### config.mk
export PLATFORM = sky130hd
export DESIGN_NAME = bcd_result_acc
export DESIGN_NICKNAME = d
export VERILOG_FILES = /design/src/rtl/bcd_result_acc.sv
export SDC_FILE = /design/constraint.sdc
export NUM_CORES = 1
export LEC_CHECK = 0
export CORE_MARGIN = 2
export CORE_UTILIZATION = 37
export CTS_BUF_LIST = sky130_fd_sc_hd__clkbuf_16
export CTS_CLUSTER_SIZE = 40
export DETAILED_ROUTE_END_ITERATION = 10
export GPL_ROUTABILITY_DRIVEN = 0
export SYNTH_ARGS = -nofsm -noshare
export SYNTH_HDL_FRONTEND = slang
export SYNTH_SLANG_ARGS = --single-unit
### constraint.sdc
create_clock -name clk -period 25 [get_ports clk]
set_input_delay 5 -clock clk [delete_from_list [all_inputs] [get_ports clk]]
set_output_delay 5 -clock clk [all_outputs]
set_load 0.01 [all_outputs]
### src/rtl/bcd_result_acc.sv
module bcd_result_acc #(
  parameter int NDEC      = 6,
  parameter int NDROP     = 1,
  parameter int OVER_LIM  = 19999,
  parameter int UNDER_LIM = 1000
) (
  input  logic                        clk,
  input  logic                        rst_n,
  input  logic                        clear,
  input  logic                        cnt_en,
  input  logic                        cnt_dn,
  input  logic                        zero_pass,
  input  logic [$clog2(NDEC)-1:0]     wsel,
  input  logic                        latch,
  input  logic [1:0]                  mode,
  output logic [4*(NDEC-NDROP)-1:0]   shown_mag,
  output logic                        shown_neg,
  output logic                        over_rng,
  output logic                        under_rng
);
  localparam int MW = 4 * NDEC;
  localparam int SW = 4 * (NDEC - NDROP);
  localparam logic [1:0] M_HOLD = 2'b01;
  localparam logic [1:0] M_LIVE = 2'b10;

  function automatic logic [MW:0] bcd_as(input logic [MW-1:0] a, input logic [MW-1:0] b,
                                         input logic sub);
    logic [MW-1:0] r;
    int c, d;
    c = 0;
    r = '0;
    for (int i = 0; i < NDEC; i++) begin
      if (!sub) begin
        d = int'(a[4*i+:4]) + int'(b[4*i+:4]) + c;
        c = (d > 9) ? 1 : 0;
        if (c == 1) d = d - 10;
      end else begin
        d = int'(a[4*i+:4]) - int'(b[4*i+:4]) - c;
        c = (d < 0) ? 1 : 0;
        if (c == 1) d = d + 10;
      end
      r[4*i+:4] = 4'(d);
    end
    return {c[0], r};
  endfunction

  function automatic int bcd_val(input logic [SW-1:0] v);
    int acc;
    acc = 0;
    for (int i = NDEC - NDROP - 1; i >= 0; i--) acc = acc * 10 + int'(v[4*i+:4]);
    return acc;
  endfunction

  logic [MW-1:0] cnt_mag, nxt_mag, wvec;
  logic          cnt_neg, nxt_neg, grow;
  logic [MW:0]   sum, dif, rev;
  logic [SW-1:0] lat_mag, top_mag;
  logic          lat_neg;

  always_comb begin
    wvec = '0;
    for (int i = 0; i < NDEC; i++)
      if (int'(wsel) == i) wvec[4*i] = 1'b1;
  end

  assign grow    = (cnt_dn ^ zero_pass) == cnt_neg;
  assign sum     = bcd_as(cnt_mag, wvec, 1'b0);
  assign dif     = bcd_as(cnt_mag, wvec, 1'b1);
  assign rev     = bcd_as(wvec, cnt_mag, 1'b1);
  assign top_mag = cnt_mag[MW-1:4*NDROP];

  always_comb begin
    nxt_neg = cnt_neg;
    if (grow)
      nxt_mag = sum[MW] ? {NDEC{4'h9}} : sum[MW-1:0];
    else if (dif[MW]) begin
      nxt_mag = rev[MW-1:0];
      nxt_neg = ~cnt_neg;
    end else
      nxt_mag = dif[MW-1:0];
    if (nxt_mag == '0) nxt_neg = 1'b0;
  end

  always_ff @(posedge clk) begin
    if (!rst_n || clear) begin
      cnt_mag <= '0;
      cnt_neg <= 1'b0;
    end else if (cnt_en) begin
      cnt_mag <= nxt_mag;
      cnt_neg <= nxt_neg;
    end
  end

  always_ff @(posedge clk) begin
    if (!rst_n) begin
      lat_mag   <= '0;
      lat_neg   <= 1'b0;
      over_rng  <= 1'b0;
      under_rng <= 1'b0;
    end else if (latch && mode != M_HOLD) begin
      lat_mag   <= top_mag;
      lat_neg   <= cnt_neg;
      over_rng  <= bcd_val(top_mag) > OVER_LIM;
      under_rng <= bcd_val(top_mag) < UNDER_LIM;
    end
  end

  assign shown_mag = (mode == M_LIVE) ? top_mag : lat_mag;
  assign shown_neg = (mode == M_LIVE) ? cnt_neg : lat_neg;

  assert_clear_R2: assert property (@(posedge clk) disable iff (!rst_n)
    clear |=> (cnt_mag == '0 && !cnt_neg));
  assert_idle_R3: assert property (@(posedge clk) disable iff (!rst_n)
    (!clear && !cnt_en) |=> ($stable(cnt_mag) && $stable(cnt_neg)));
  assert_wsel_range_R3: assert property (@(posedge clk) disable iff (!rst_n)
    (!clear && cnt_en && int'(wsel) >= NDEC) |=> $stable(cnt_mag));
  assert_zero_pos_R5: assert property (@(posedge clk) disable iff (!rst_n)
    (cnt_mag == '0) |-> !cnt_neg);
  assert_flip_once_R5: assert property (@(posedge clk) disable iff (!rst_n)
    dif[MW] |-> !rev[MW]);
  assert_latch_only_R8: assert property (@(posedge clk) disable iff (!rst_n)
    !latch |=> ($stable(lat_mag) && $stable(lat_neg) && $stable(over_rng) && $stable(under_rng)));
  assert_hold_R11: assert property (@(posedge clk) disable iff (!rst_n)
    (mode == M_HOLD) |=> ($stable(lat_mag) && $stable(over_rng) && $stable(under_rng)));
  assert_flag_excl_R9: assert property (@(posedge clk) disable iff (!rst_n)
    !(over_rng && under_rng));

  for (genvar g = 0; g < NDEC; g++) begin : g_digit_chk
    assert_digit_R13: assert property (@(posedge clk) disable iff (!rst_n)
      cnt_mag[4*g+:4] <= 4'd9);
  end
endmodule

==> impl_metrics.ini <==
[clock_tree]
cts_hold_buf = 0
clk_pin_slew_ps = 70
clk_path_buf_depth = 2
h-tree-depth = 2
root_buffer = clkbuf_16
postCtsSetupRepairBufs = 0
clock_sinks = 48
cts_tree = done
clk_latency_ps = 310
cts_buffers = 5
post_cts_resized = 0

[floorplanning]
io_pins = 35
die_height_um = 165
core_um2 = 25300
die_w_um = 165
dieArea_um2 = 27100
placementRows = 58
initial_core_util_pct = 37.8

[setup_path]
cp.arrival_ps = 15760
cp-end-kind = flip-flop
max_stage_delay_ps = 510
cpMaxStageDelayCell = fa_1
cp_common_cell = ha_1
crit_fanout = 9
cp_data_required_time_ps = 25190
crit_path_start_kind = primary input
crit_type = in -> reg

[sta]
min_period_ps = 15570
final_max_slew_viol_count = 0
post-route-period-util_pct = 62.3
maxSlewHeadroom_pct = 28.5
setup_viol = 0
worstMarginPinSlew_ps = 1070
setup_tns_ps = 0
fin_skew_ps = 7.72
hold_viol_final = 0
rsz0062_at_grt = no
max_freq_ghz = 0.0642

[drt]
wl_per_cell_um = 15.6
drt_iter0_markers = 532
postRouteWirelength_um = 24600
viasPerCell = 5.68
drt-pass1-iter-count = 5
drt.antenna.violating_nets = 0
vias = 8978
drc = 0

[run]
drv_cap = 0

[placement]
io_buffers = 34
dpl_cell_area_um2 = 10200
dpl.hpwl_um = 19300

[global_routing]
grt_max_degree = 43
grt_usage_pct = 18.6
antenna_found_initial = 0
grt.overflow.total = 0
grt_pass1_wl_um = 41500
grt_pass1_vias = 8419

[logic_synthesis]
synth_top_family_by_area = compound AO/OA/AOI/OAI gates
synthCells = 1257
synth_flop_cell = dfxtp_1
synth-adder-area-share_pct = 23.0
muxShareOfSynthArea_pct = 4.69
ys_ff_latch = 48
synth-edff-count = 0
yosysWarnings = 0
synth_compound_area_share_pct = 23.3
ys_types = 86
synth-xor-area-share_pct = 11.3
yosys-top-cells-area = ha_1 (20%), dfxtp_1 (10%), xnor2_1 (8.2%), nand2_1 (4.4%), inv_1 (3.6%)
synth_simple_gate_area_share_pct = 21.1
synth_area_per_cell_um2 = 7.59
syn-cell-area_um2 = 9540
async_flop_share_pct = 0
synth_area_leader_cell = ha_1
ys_seq_area_share_pct = 10.1
synth_top_area_share_pct = 20.3

[final_layout]
drive_above_1_share_pct = 4.63
antenna-diode-count = 0
fin_area_um2 = 10300
final_common_cell = ha_1
fillers = 2636
final_cell_mix = ha_1 (155), nand2_1 (111), inv_1 (91)
area_growth_pct = 8.35
nets = 1431

[power_and_ir_drop]
p_leak_nw = 4.37
vdd_drop_max_uv = 42.3
p_per_area_nw_per_um2 = 58.1

[run_status]
status = completed

[min_path]
min_path_type = reg -> reg
## power by group
part	switching, mW	internal, mW
logic	0.248	0.180
registers	0.00686	0.0792
clock network	0.0382	0.0485
total	0.293	0.308
## final cells by class
type / instances / area, um^2 / share of cell area, %
Clock inverter: 3 / 50.0 / 0.484
Multi-Input combinational cell: 1052 / 7980 / 77.2
Sequential cell: 48 / 961 / 9.29
Clock buffer: 5 / 125 / 1.21
Inverter: 95 / 357 / 3.45
Tap cell: 330 / 413 / 3.99
Timing Repair Buffer: 49 / 453 / 4.38
## sequential cells by signal (all words and copies together), names as in the netlist
register and count:
cnt_mag 24, cnt_neg 1, lat_mag 20, lat_neg 1, over_rng 1, under_rng 1
## per-layer routing
| metal | GRT usage (%) | vias up | wire [um] |
|---|---|---|---|
| li1 | - | 4572 | - |
| met1 | 24.0 | 4205 | 11200 |
| met2 | 33.0 | 167 | 11900 |
| met3 | 2.24 | 34 | 955 |
| met4 | 4.66 | 0 | 511 |
| met5 | 0 | - | 0 |
## Yosys cell counts (8+ instances only)
master / instances
mux2i_1: 29
a21boi_0: 23
a211oi_1: 26
o31ai_1: 8
a311oi_1: 9
or3_1: 11
nand2b_1: 21
nor3_1: 34
dfxtp_1: 48
ha_1: 155
nand3b_1: 9
nand4_1: 11
nor2b_1: 19
o22ai_1: 11
nor2_1: 72
o21ai_0: 53
o211ai_1: 11
and3_1: 9
fa_1: 13
nand3_1: 37
a31oi_1: 9
a21oi_1: 68
mux2_2: 14
inv_1: 91
clkbuf_1: 48
nor3b_1: 11
a21o_1: 14
xnor2_1: 89
nand2_1: 111
xor2_1: 34
nor4_1: 11
## cell families (layout without fill, tap and decap cells)
logic type,count (synthesis),count (layout)
other,1,2
AND/OR/NAND/NOR,395,395
multiplexers,43,43
buffers and inverters,158,152
AO/OA/AOI/OAI,321,321
XOR/XNOR,123,123
flip-flops,48,48
adder cells (fa/ha/maj),168,168
## worst paths after layout
| path | start | to | slack [ps] | cells past startpoint |
|---|---|---|---|---|
| worst max register to register | cnt_mag[0]$_SDFFE_PP0P_ | cnt_neg$_SDFFE_PP0P_ | 14660 | 37 |
| worst min register to register | lat_mag[14]$_SDFFE_PN0P_ | lat_mag[14]$_SDFFE_PN0P_ | 460 | 2 |
| worst min-delay path | lat_mag[14]$_SDFFE_PN0P_ | lat_mag[14]$_SDFFE_PN0P_ | 460 | 2 |
| worst max-delay path | wsel[1] | cnt_neg$_SDFFE_PP0P_ | 9430 | 40 |
## metrics by stage
step / std cells / utilization [%] / setup slack (ps) / hold slack (ps) / total power [mW]
finish: 1582 / 40.9 / 9430 / 461 / 0.601
global route: 1582 / 40.9 / 8600 / 484 / 0.662
CTS: 1582 / 40.9 / 9520 / 466 / 0.605
detailed placement: 1574 / 40.3 / 9220 / 455 / 0.515
global placement: 1574 / 40.3 / 9570 / 447 / 0.511
floorplan: 1258 / - / 10610 / 440 / 0.429
## worst max-delay path: cells and delay by family
family	cells	cell delay, ps
and+or+nand+nor	16	3560
adders and majority gates	12	4730
buffers and inverters	2	560
AOI/OAI and AO/OA	10	1890
(Power assumes the default switching activity.)
